--- config.mk ---
export PLATFORM = sky130hd
export DESIGN_NAME = early_late_picker
export DESIGN_NICKNAME = d
export VERILOG_FILES = /design/src/rtl/elp_pkg.sv /design/src/rtl/elp_classify.sv /design/src/rtl/elp_phase_hold.sv /design/src/rtl/elp_retime.sv /design/src/rtl/early_late_picker.sv
export SDC_FILE = /design/constraint.sdc
export NUM_CORES = 1
export LEC_CHECK = 0
export BUFFER_PORTS_ARGS = -buffer_cell sky130_fd_sc_hd__buf_4
export CAP_MARGIN = 30
export CORE_AREA = 10 10 47 49
export DETAILED_ROUTE_END_ITERATION = 10
export DIE_AREA = 0 0 57 59
export GPL_ROUTABILITY_DRIVEN = 0
export GPL_TIMING_DRIVEN = 1
export SLEW_MARGIN = 10
export SYNTH_ARGS = -nofsm -noshare
export SYNTH_HDL_FRONTEND = slang
export SYNTH_SLANG_ARGS = --single-unit
--- constraint.sdc ---
create_clock -name clk_i -period 2.85 [get_ports clk_i]
set_input_delay 0.285 -clock clk_i [delete_from_list [all_inputs] [get_ports clk_i]]
set_output_delay 0.285 -clock clk_i [all_outputs]
set_load 0.01 [all_outputs]
--- src/rtl/elp_pkg.sv ---
package elp_pkg;
  localparam int unsigned STATUS_W = 2;

  typedef enum logic [STATUS_W-1:0] {
    ST_CID   = 2'b00,
    ST_LATE  = 2'b01,
    ST_EARLY = 2'b10,
    ST_UNDEC = 2'b11
  } status_e;

  localparam logic SEL_MINUS = 1'b0;
  localparam logic SEL_PLUS  = 1'b1;
endpackage

--- src/rtl/elp_classify.sv ---
module elp_classify
  import elp_pkg::*;
(
  input  logic    prev_i,
  input  logic    edge_i,
  input  logic    cur_i,
  output status_e status_o
);
  logic x_d, y_d;
  assign x_d = edge_i ^ cur_i;
  assign y_d = prev_i ^ edge_i;
  assign status_o = status_e'({x_d, y_d});
endmodule

--- src/rtl/elp_phase_hold.sv ---
module elp_phase_hold
  import elp_pkg::*;
(
  input  logic    clk_i,
  input  logic    rst_ni,
  input  logic    burst_start_i,
  input  status_e status_i,
  output logic    sel_next_o,
  output logic    sel_q_o
);
  always_comb begin
    sel_next_o = sel_q_o;
    if (burst_start_i) sel_next_o = SEL_MINUS;
    else begin
      unique case (status_i)
        ST_LATE:  sel_next_o = SEL_MINUS;
        ST_EARLY: sel_next_o = SEL_PLUS;
        default:  sel_next_o = sel_q_o;
      endcase
    end
  end

  always_ff @(posedge clk_i or negedge rst_ni) begin
    if (!rst_ni) sel_q_o <= SEL_MINUS;
    else         sel_q_o <= sel_next_o;
  end


  late_pick_chk: assert property (@(posedge clk_i) disable iff (!rst_ni)
    (status_i == ST_LATE && !burst_start_i) |=> (sel_q_o == SEL_MINUS));

  early_pick_chk: assert property (@(posedge clk_i) disable iff (!rst_ni)
    (status_i == ST_EARLY && !burst_start_i) |=> (sel_q_o == SEL_PLUS));

  cid_hold_chk: assert property (@(posedge clk_i) disable iff (!rst_ni)
    (status_i == ST_CID && !burst_start_i) |=> $stable(sel_q_o));

  undec_hold_chk: assert property (@(posedge clk_i) disable iff (!rst_ni)
    (status_i == ST_UNDEC && !burst_start_i) |=> $stable(sel_q_o));

  burst_default_chk: assert property (@(posedge clk_i) disable iff (!rst_ni)
    burst_start_i |=> (sel_q_o == SEL_MINUS));
endmodule

--- src/rtl/elp_retime.sv ---
module elp_retime
  import elp_pkg::*;
(
  input  logic                clk_i,
  input  logic                rst_ni,
  input  logic                sel_i,
  input  logic                smp_mq_i,
  input  logic                smp_pq_i,
  input  status_e             status_i,
  output logic                data_o,
  output logic [STATUS_W-1:0] status_o
);
  logic pick_d;
  assign pick_d = (sel_i == SEL_PLUS) ? smp_pq_i : smp_mq_i;

  always_ff @(posedge clk_i or negedge rst_ni) begin
    if (!rst_ni) begin
      data_o   <= 1'b0;
      status_o <= ST_CID;
    end else begin
      data_o   <= pick_d;
      status_o <= status_i;
    end
  end
endmodule

--- src/rtl/early_late_picker.sv ---
module early_late_picker
  import elp_pkg::*;
(
  input  logic                clk_i,
  input  logic                rst_ni,
  input  logic                burst_start_i,
  input  logic                smp_prev_i,
  input  logic                smp_edge_i,
  input  logic                smp_cur_i,
  input  logic                smp_mq_i,
  input  logic                smp_pq_i,
  output logic                data_o,
  output logic [STATUS_W-1:0] status_o,
  output logic                sel_plus_o
);
  status_e status_d;
  logic    sel_next;
  logic    sel_q;

  elp_classify u_classify (
    .prev_i   (smp_prev_i),
    .edge_i   (smp_edge_i),
    .cur_i    (smp_cur_i),
    .status_o (status_d)
  );

  elp_phase_hold u_hold (
    .clk_i         (clk_i),
    .rst_ni        (rst_ni),
    .burst_start_i (burst_start_i),
    .status_i      (status_d),
    .sel_next_o    (sel_next),
    .sel_q_o       (sel_q)
  );

  elp_retime u_retime (
    .clk_i    (clk_i),
    .rst_ni   (rst_ni),
    .sel_i    (sel_next),
    .smp_mq_i (smp_mq_i),
    .smp_pq_i (smp_pq_i),
    .status_i (status_d),
    .data_o   (data_o),
    .status_o (status_o)
  );

  assign sel_plus_o = sel_q;

  // arms $past-based checks once a post-reset edge has passed
  logic chk_arm_q;
  always_ff @(posedge clk_i or negedge rst_ni) begin
    if (!rst_ni) chk_arm_q <= 1'b0;
    else         chk_arm_q <= 1'b1;
  end


  reset_quiet_chk: assert property (@(posedge clk_i)
    !rst_ni |=> (data_o == 1'b0 && status_o == 2'b00 && sel_plus_o == 1'b0));

  status_code_chk: assert property (@(posedge clk_i) disable iff (!rst_ni || !chk_arm_q)
    status_o == {$past(smp_edge_i ^ smp_cur_i), $past(smp_prev_i ^ smp_edge_i)});

  retime_path_chk: assert property (@(posedge clk_i) disable iff (!rst_ni || !chk_arm_q)
    data_o == (sel_plus_o ? $past(smp_pq_i) : $past(smp_mq_i)));
endmodule

Yosys cells after proc, flatten, opt, wreduce, memory -nomap -nowiden:

Index checks and enable logic that the tools add are counted.
Widths: inputs -> output; s select.

* eq/ne operators: 2
* multiplexer cells: 3
* bitwise logic cells: 2

Operator list (number)
* $eq 2x1->1 const B: 1
* $eq 2x2->1 const B: 1
* $mux 1: 2
* $pmux 1 s2: 1
* $xor 1x1->1: 2

* flip-flop bits (word level): 4
* bits of input ports: 8
* output and inout bits: 4
* word-level logic and storage cells: 10

Depth between registers and ports, before layout:

Gate-level depths: netlist of run 1.

* depth after elaboration: 5
* depth in mapped cells: 6
* gate-level depth less buffers: 6

Modules after synthesis:

Synthesis of run 1 repeated with hierarchy kept, for this count alone.

* cell total of the unflattened synthesis: 13
* area, all modules: 177.7 um2

Modules (own cells, without submodules)
* elp_retime: times used 1, cells an instance 4, area each 90.1 um2, seq. area each 75.1 um2
* elp_phase_hold: times used 1, cells an instance 5, area each 55.1 um2, seq. area each 25.0 um2
* elp_classify: times used 1, cells an instance 4, area each 32.5 um2, seq. area each 0.0 um2

Worst setup path before layout of run 1:

Ideal clock, no wire load.

* path type: input port to flip-flop
* from: input smp_prev_i
* to: register u_retime.data_o
* library setup time: 0.125 ns
* data arrival time: 1.307 ns
* required time: 2.725 ns
* path slack: 1.418 ns
* stages: 6
* buffers on the path: 0
* path through: xor2_1 inv_1 ha_1 mux2i_1 nor2_2 mux2_4

* word-level cells in the longest chain between the ends: 5
* elaborated cells on any way between the ends: 6
* those cells by class: eq/ne: 2; mux: 3; bitwise: 1

Ends and longest elaborated chain
* start: declaration: line early_late_picker.sv:7 `input logic smp_prev_i,`
* $xor 1x1->1 (*): line elp_classify.sv:11 `assign y_d = prev_i ^ edge_i;`
* $eq 2x2->1 / $eq 2x1->1 (equally long branches): line elp_phase_hold.sv:15 `unique case (status_i)`
* $pmux 1 s2 (*): line elp_phase_hold.sv:15
* $mux 1 (*): line elp_phase_hold.sv:13 `if (burst_start_i) sel_next_o = SEL_MINUS;`
* net sel_next: line early_late_picker.sv:17 `logic sel_next;`
* $mux 1 (*): line elp_retime.sv:14 `assign pick_d = (sel_i == SEL_PLUS) ? smp_pq_i : smp_mq_i;`
* net u_retime.pick_d: line elp_retime.sv:13 `logic pick_d;`
* end signal: assignment: line elp_retime.sv:21 `data_o <= pick_d;`
* end: declaration: line elp_retime.sv:10 `output logic data_o,`

Mark *: on every way through the listed nets, which the timed path passes. The rest lies on a longest branch.

Final worst setup path of run 1:

* from: input smp_prev_i
* to: register u_retime.data_o

* word-level cells in the longest chain between the ends: 5
* elaborated cells on any way between the ends: 6
* those cells by class: eq/ne: 2; mux: 3; bitwise: 1

Ends and longest elaborated chain
* $xor 1x1->1 (*): line elp_classify.sv:11
* net u_classify.y_d: line elp_classify.sv:9 `logic x_d, y_d;`
* $eq 2x2->1 / $eq 2x1->1 (equally long branches): line elp_phase_hold.sv:15
* $pmux 1 s2 (*): line elp_phase_hold.sv:15
* $mux 1 (*): line elp_phase_hold.sv:13
* net sel_next: line early_late_picker.sv:17
* $mux 1 (*): line elp_retime.sv:14
* net u_retime.pick_d: line elp_retime.sv:13

Marks and branches as above.

==> summary.md, run 1 <==
| Metric | Value |
|---|---|
| Cell Rows | `14` |
| Nets@finish | `37` |
| Post-Route WL | `430 microns` |
| CP Launch Type | `input pin` |
| Fin worst setup slack | `1.45 ns` |
| Max Fanout on Critical Path | `2` |
| Die ar. | `0.00336 sq mm` |
| Register-to-Register Path Depth | `3` |
| Fill count | `164` |
| Design area | `300 sq um` |
| Hold Fails Final Rpt | `0` |
| Post-route ant nets | `0` |
| Detailed Routing Iterations Pass 1 | `2` |
| Placed Area | `268 sq um` |
| Sw Share | `23.4%` |
| Core area | `0.00140 sq mm` |
| Worst-path clk slew | `0.04 ns` |
| Total power | `0.170 mW` |
| Via count | `138` |
| PortBufs | `11` |
| Multi-input logic area | `61.3 sq um` |
| Leak Pwr | `0.156 nW` |
| Register area | `100 sq um` |
| Ant diodes | `0` |
| Worst r2r src | `u_hold.sel_q_o$_DFF_PN0_` |
| Vias in the first global route | `181` |
| Synth top area cells | `dfrtp_1 (61%), xor2_1 (11%), mux2_4 (9.1%)` |
| Congestion Overflow GR | `0` |
| Final period util | `49.0%` |
| CTS Buffer Depth | `2` |
| Die width | `57 microns` |
| CTS tree | `done` |
| Place WS | `1.19 ns` |
| Seq/Total Area, Yosys | `60.6%` |
| CTS root buffer | `clkbuf_4` |
| Top Ports | `12` |
| Sequential power share | `37.7%` |
| Internal | `0.130 mW` |
| Initial antenna violation count | `0` |
| Comb pwr share | `20.3%` |
| CTS buffer count | `3` |
| Outcome | `complete, no violations` |
| Layout Skew | `0.0000166 ns` |
| Worst setup endpoint | `u_retime.data_o$_DFF_PN0_` |
| Crit Path Category | `in -> reg` |
| Starting density of the core | `11.8%` |
| Relative slew slack | `86.5%` |
| First-pass GRT wire length | `800 microns` |
| Yosys top cell by area | `dfrtp_1` |
| Max-cap violation count | `0` |
| Worst skew pair latency | `0.23 ns` |
| Peak supply drop | `0.259 mV` |
| Post-Syn Area per Cell | `15.0 sq um` |
| TritonCTS Sinks | `4` |
| Unrepaired setup endpoints after global routing | `false` |
| Worst path arrival time | `1.51 ns` |
| WP data required | `2.97 ns` |
| Flop2flop setup slack | `1.85 ns` |
| Synth top area share | `60.6%` |
| RR Endpoint | `u_retime.data_o$_DFF_PN0_` |
| Die Height | `59 microns` |
| Sw Pwr | `0.0397 mW` |
| Least-Margin Pin Slew | `0.202 ns` |
| Min-Delay Path Class | `in -> reg` |
| Period minus WS final | `1.40 ns` |
| Largest net degree at the start of global routing | `5` |
| CP Launch Point | `smp_prev_i` |
| Synth unique cells | `7` |
| Cells after synthesis | `11` |
| #FFs+latches synth | `4` |
| DRC Markers | `0` |
| Setup violators final | `0` |
| Vias per inst | `3.29` |
| Clock share of power | `42.0%` |
| Total GRT Usage | `3.50%` |
| Endpoint class of the critical path | `flop` |
| Cell Pwr Density | `565 mW/mm^2` |
| First-iteration detailed-routing DRC count | `1` |
| H-Tree Depth | `1` |
| Routed wire length per instance | `10.2 microns` |
| Fmax | `0.716 GHz` |
| Share of cells above drive strength 1 | `61.5%` |
| Synth-to-Final Area Change | `81.8%` |
| Total negative slack | `0 ns` |
| Net Count, Synth | `20` |
| Yosys Warn Count | `0` |
| Mapped Area | `165 sq um` |
| Max Slew Vio Count | `0` |
| Setup bufs post-CTS | `0` |
worst max-delay path, cell delays in order:
cell	delay [ns]
buf_4	0.11
xor2_1	0.20
inv_1	0.07
ha_1	0.29
mux2i_1	0.21
nor2_2	0.06
mux2_4	0.29
area by class of cell:
class / instances / share of cell area (%)
inverters: 1 / 1.25
well taps: 16 / 6.67
multi-input cells: 6 / 20.4
repair buffers: 12 / 30.8
clock buffers: 3 / 7.50
flip-flops and latches: 4 / 33.3
cell usage in the layout, fill, tap and decap left out:
cell type and count:
dfrtp_1 4, mux2_4 1, dlygate4sd3_1 1, mux2i_1 1, nor2_2 1, ha_1 1, xor2_1 2, clkbuf_4 3
buf_4 11, inv_1 1
repair_timing:
item                                   CTS  global route
endpoints found under the hold margin    4             0
hold buffers                             1             0
gates resized for setup                  0             0
routing by layer:
| layer | track usage, % | vias to the layer above | wire (microns) |
|---|---|---|---|
| li1 | - | 65 | - |
| met1 | 3.22 | 59 | 214 |
| met2 | 2.95 | 14 | 92 |
| met3 | 6.22 | 0 | 123 |
| met4 | 2.01 | 0 | 0 |
| met5 | 0 | - | 0 |
state kept, by name, summed over array words and instances, names as in the netlist:
| signal | flops |
|---|---|
| u_retime.data_o | 1 |
| u_retime.status_o | 2 |
| u_hold.sel_q_o | 1 |
Yosys cell counts:
library cell  instances
inv_1                 1
mux2_4                1
mux2i_1               1
ha_1                  1
nor2_2                1
xor2_1                2
dfrtp_1               4
metrics by stage:
stage          cells  utilization (%)  hold WS, ns
2_1_floorplan     11                -      -0.0106
3_3_place_gp      38             19.1       0.0824
3_5_place_dp      38             19.1       0.0831
4_1_cts           42             21.4        0.205
5_1_grt           42             21.4        0.192
6_report          42             21.4        0.211
worst min-delay path by stage:
stage / slack [ns] / startpoint / to / cells after the start
after global routing: 0.19 / burst_start_i / u_hold.sel_q_o$_DFF_PN0_ / 2
after detailed placement: 0.08 / rst_ni / u_retime.status_o[1]$_DFF_PN0_ / 1
after CTS: 0.20 / burst_start_i / u_hold.sel_q_o$_DFF_PN0_ / 2
after floorplan: -0.01 / rst_ni / u_hold.sel_q_o$_DFF_PN0_ / 0
after global placement: 0.08 / rst_ni / u_retime.status_o[1]$_DFF_PN0_ / 1
final: 0.21 / burst_start_i / u_hold.sel_q_o$_DFF_PN0_ / 2
cell families after synthesis:
logic type    Yosys count  synth area share [%]
flops                   4                  60.6
xor+xnor                2                  10.6
mux                     2                  15.1
buf+inv                 1                  2.27
fa+ha+maj               1                  7.57
simple gates            1                  3.79
power groups by stage:
stage	combinational, mW	sequential, mW	clock, mW
after CTS	0.0354	0.0641	0.0756
final	0.0344	0.0641	0.0713
after floorplan	0.0114	0.0678	0
after global routing	0.0388	0.0647	0.0824
after global placement	0.0338	0.0649	0
after detailed placement	0.0343	0.0648	0
(Power assumes the default switching activity.)
==> run 2, diff against run 1 <==
==> constraint.sdc (replaced) <==
create_clock -name clk_i -period 1.3 [get_ports clk_i]
set_input_delay 0.13 -clock clk_i [delete_from_list [all_inputs] [get_ports clk_i]]
set_output_delay 0.13 -clock clk_i [all_outputs]
set_load 0.01 [all_outputs]
==> summary.md, run 2 (synthesis results as in run 1) <==
| Metric | Value |
|---|---|
| Outcome | `complete, no violations` |
| Final period util | `92.8%` |
| Worst skew pair latency | `0.23 ns (about the same)` |
| Share of cells above drive strength 1 | `67.9% (+6.3 points)` |
| Ant diodes | `0 (unchanged)` |
| H-Tree Depth | `1 (unchanged)` |
| Detailed Routing Iterations Pass 1 | `2 (unchanged)` |
| Comb pwr share | `22.8% (+2.5 points)` |
| CTS root buffer | `clkbuf_4` |
| Worst path arrival time | `1.32 ns (-0.19 ns)` |
| Clock share of power | `39.9% (-2.1 points)` |
| CTS Buffer Depth | `2 (unchanged)` |
| Max-cap violation count | `0 (unchanged)` |
| Max reg flops | `2 (unchanged)` |
| TritonCTS Sinks | `4 (unchanged)` |
| Die ar. | `0.00336 sq mm (unchanged)` |
| First-iteration detailed-routing DRC count | `1 (unchanged)` |
| Post-Route WL | `417 microns (-3.0%)` |
| Fmax | `0.829 GHz` |
| Endpoint class of the critical path | `flop` |
| Hold WS | `0.0665 ns (-0.145 ns)` |
| Top Ports | `12 (unchanged)` |
| Crit Path Category | `in -> reg` |
| Min-Delay Path Class | `in -> reg` |
| Relative slew slack | `89.5% (+3.0 points)` |
| First-pass GRT wire length | `696 microns (-13%)` |
| Max Fanout on Critical Path | `2 (unchanged)` |
| DRC Markers | `0 (unchanged)` |
| Unrepaired setup endpoints after global routing | `false` |
| Commonest non-fill, non-tap cell in the layout | `buf_4` |
| Period minus WS final | `1.21 ns` |
| Layout Skew | `0.00255 ns (+0.00253 ns)` |
| Setup violators final | `0 (unchanged)` |
| Leak Pwr | `0.167 nW (+7.0%)` |
| Cell Rows | `14 (unchanged)` |
| Most frequent cells in the layout | `buf_4 (13), dfrtp_1 (4), clkbuf_4 (3)` |
| Synth-to-Final Area Change | `95.5%` |
| Total GRT Usage | `3.07% (-0.43 points)` |
| Vias in the first global route | `180 (-0.55%)` |
| Routed wire length per instance | `9.48 microns (-7.4%)` |
| Via count | `136 (-1.4%)` |
| Place WS | `-0.198 ns (-1.39 ns)` |
| Largest net degree at the start of global routing | `5 (unchanged)` |
| Post-route ant nets | `0 (unchanged)` |
| PortBufs | `11 (unchanged)` |
| Max Slew Vio Count | `0 (unchanged)` |
| Peak supply drop | `0.244 mV (-5.5%)` |
| Congestion Overflow GR | `0 (unchanged)` |
| CTS tree | `done` |
| WP data required | `1.41 ns (-1.56 ns)` |
| Nets@finish | `39 (+5.4%)` |
| Core area | `0.00140 sq mm (unchanged)` |
| Largest Register | `u_retime.status_o` |
| Cell Pwr Density | `1170 mW/mm^2 (+110%)` |
| Internal | `0.293 mW (+130%)` |
| Initial antenna violation count | `0 (unchanged)` |
| Fin worst setup slack | `0.0933 ns (-1.36 ns)` |
| Least-Margin Pin Slew | `0.153 ns (-0.0484 ns)` |
| Die width | `57 microns (unchanged)` |
| Vias per inst | `3.09 (-5.9%)` |
| CTS buffer count | `3 (unchanged)` |
| Sw Share | `22.2% (-1.1 points)` |
| Top flop regs | `u_retime.status_o x2, u_hold.sel_q_o x1, u_retime.data_o x1` |
| Setup bufs post-CTS | `0 (unchanged)` |
| Die Height | `59 microns (unchanged)` |
| Sequential power share | `37.4% (-0.3 points)` |
| Sw Pwr | `0.0838 mW (+110%)` |
| Worst-path clk slew | `0.04 ns (about the same)` |
| CP Launch Type | `input pin` |
| Hold Fails Final Rpt | `0 (unchanged)` |
| Starting density of the core | `11.8% (unchanged)` |
[run 2: cell type report]
type | count | area (sq um)
fillers | 165 | 1080
inverters | 1 | 3.75
multi-input cells | 6 | 68.8
well taps | 16 | 20.0
clock buffers | 3 | 22.5
flip-flops and latches | 4 | 100
repair buffers | 14 | 108
[run 2: critical path: stages]
cell	delay [ns]
buf_4	0.12
xor2_2	0.16
inv_1	0.06
ha_1	0.29
mux2i_1	0.13
nor2_2	0.13
mux2_4	0.31
[run 2: what timing repair did]
item	CTS	global route
gates resized for setup	0	1
hold endpoints to repair	4	0
hold buffers	1	0
endpoints found under the setup margin	0	1
[run 2: final timing paths]
kind / from / to / slack [ns] / cells past startpoint
worst max-delay path: smp_prev_i / u_retime.data_o$_DFF_PN0_ / 0.09 / 7
min in group asynchronous: rst_ni / u_retime.data_o$_DFF_PN0_ / 0.24 / 2
worst min-delay path: burst_start_i / u_hold.sel_q_o$_DFF_PN0_ / 0.07 / 2
max in group asynchronous: rst_ni / u_retime.status_o[1]$_DFF_PN0_ / 0.96 / 2
worst max register to register: u_hold.sel_q_o$_DFF_PN0_ / u_retime.data_o$_DFF_PN0_ / 0.29 / 3
worst min register to register: u_hold.sel_q_o$_DFF_PN0_ / u_hold.sel_q_o$_DFF_PN0_ / 0.61 / 2
[run 2: metal layers]
| metal | vias up | track usage (%) | wire length, microns |
|---|---|---|---|
| met5 | - | 0 | 0 |
| met4 | 0 | 4.03 | 0 |
| met3 | 0 | 3.86 | 93 |
| met2 | 12 | 2.33 | 116 |
| met1 | 54 | 3.10 | 208 |
| li1 | 70 | - | - |
[run 2: power by group through the flow]
stage | combinational [mW] | clock (mW) | sequential, mW
6_report | 0.0859 | 0.150 | 0.141
5_1_grt | 0.0962 | 0.169 | 0.142
4_1_cts | 0.0858 | 0.161 | 0.141
3_5_place_dp | 0.0830 | 0 | 0.143
3_3_place_gp | 0.0824 | 0 | 0.142
2_1_floorplan | 0.0250 | 0 | 0.149
[run 2: stage by stage]
| stage | std cells | setup TNS, ns | utilization [%] | total power, mW | area [sq um] |
|---|---|---|---|---|---|
| floorplan | 11 | 0 | - | 0.174 | 165 |
| global placement | 40 | -0.138 | 20.2 | 0.225 | 283 |
| finish | 44 | 0 | 23.0 | 0.377 | 323 |
| CTS | 44 | 0 | 22.5 | 0.388 | 315 |
| global route | 44 | 0 | 23.0 | 0.407 | 323 |
| detailed placement | 40 | -0.198 | 20.2 | 0.226 | 283 |
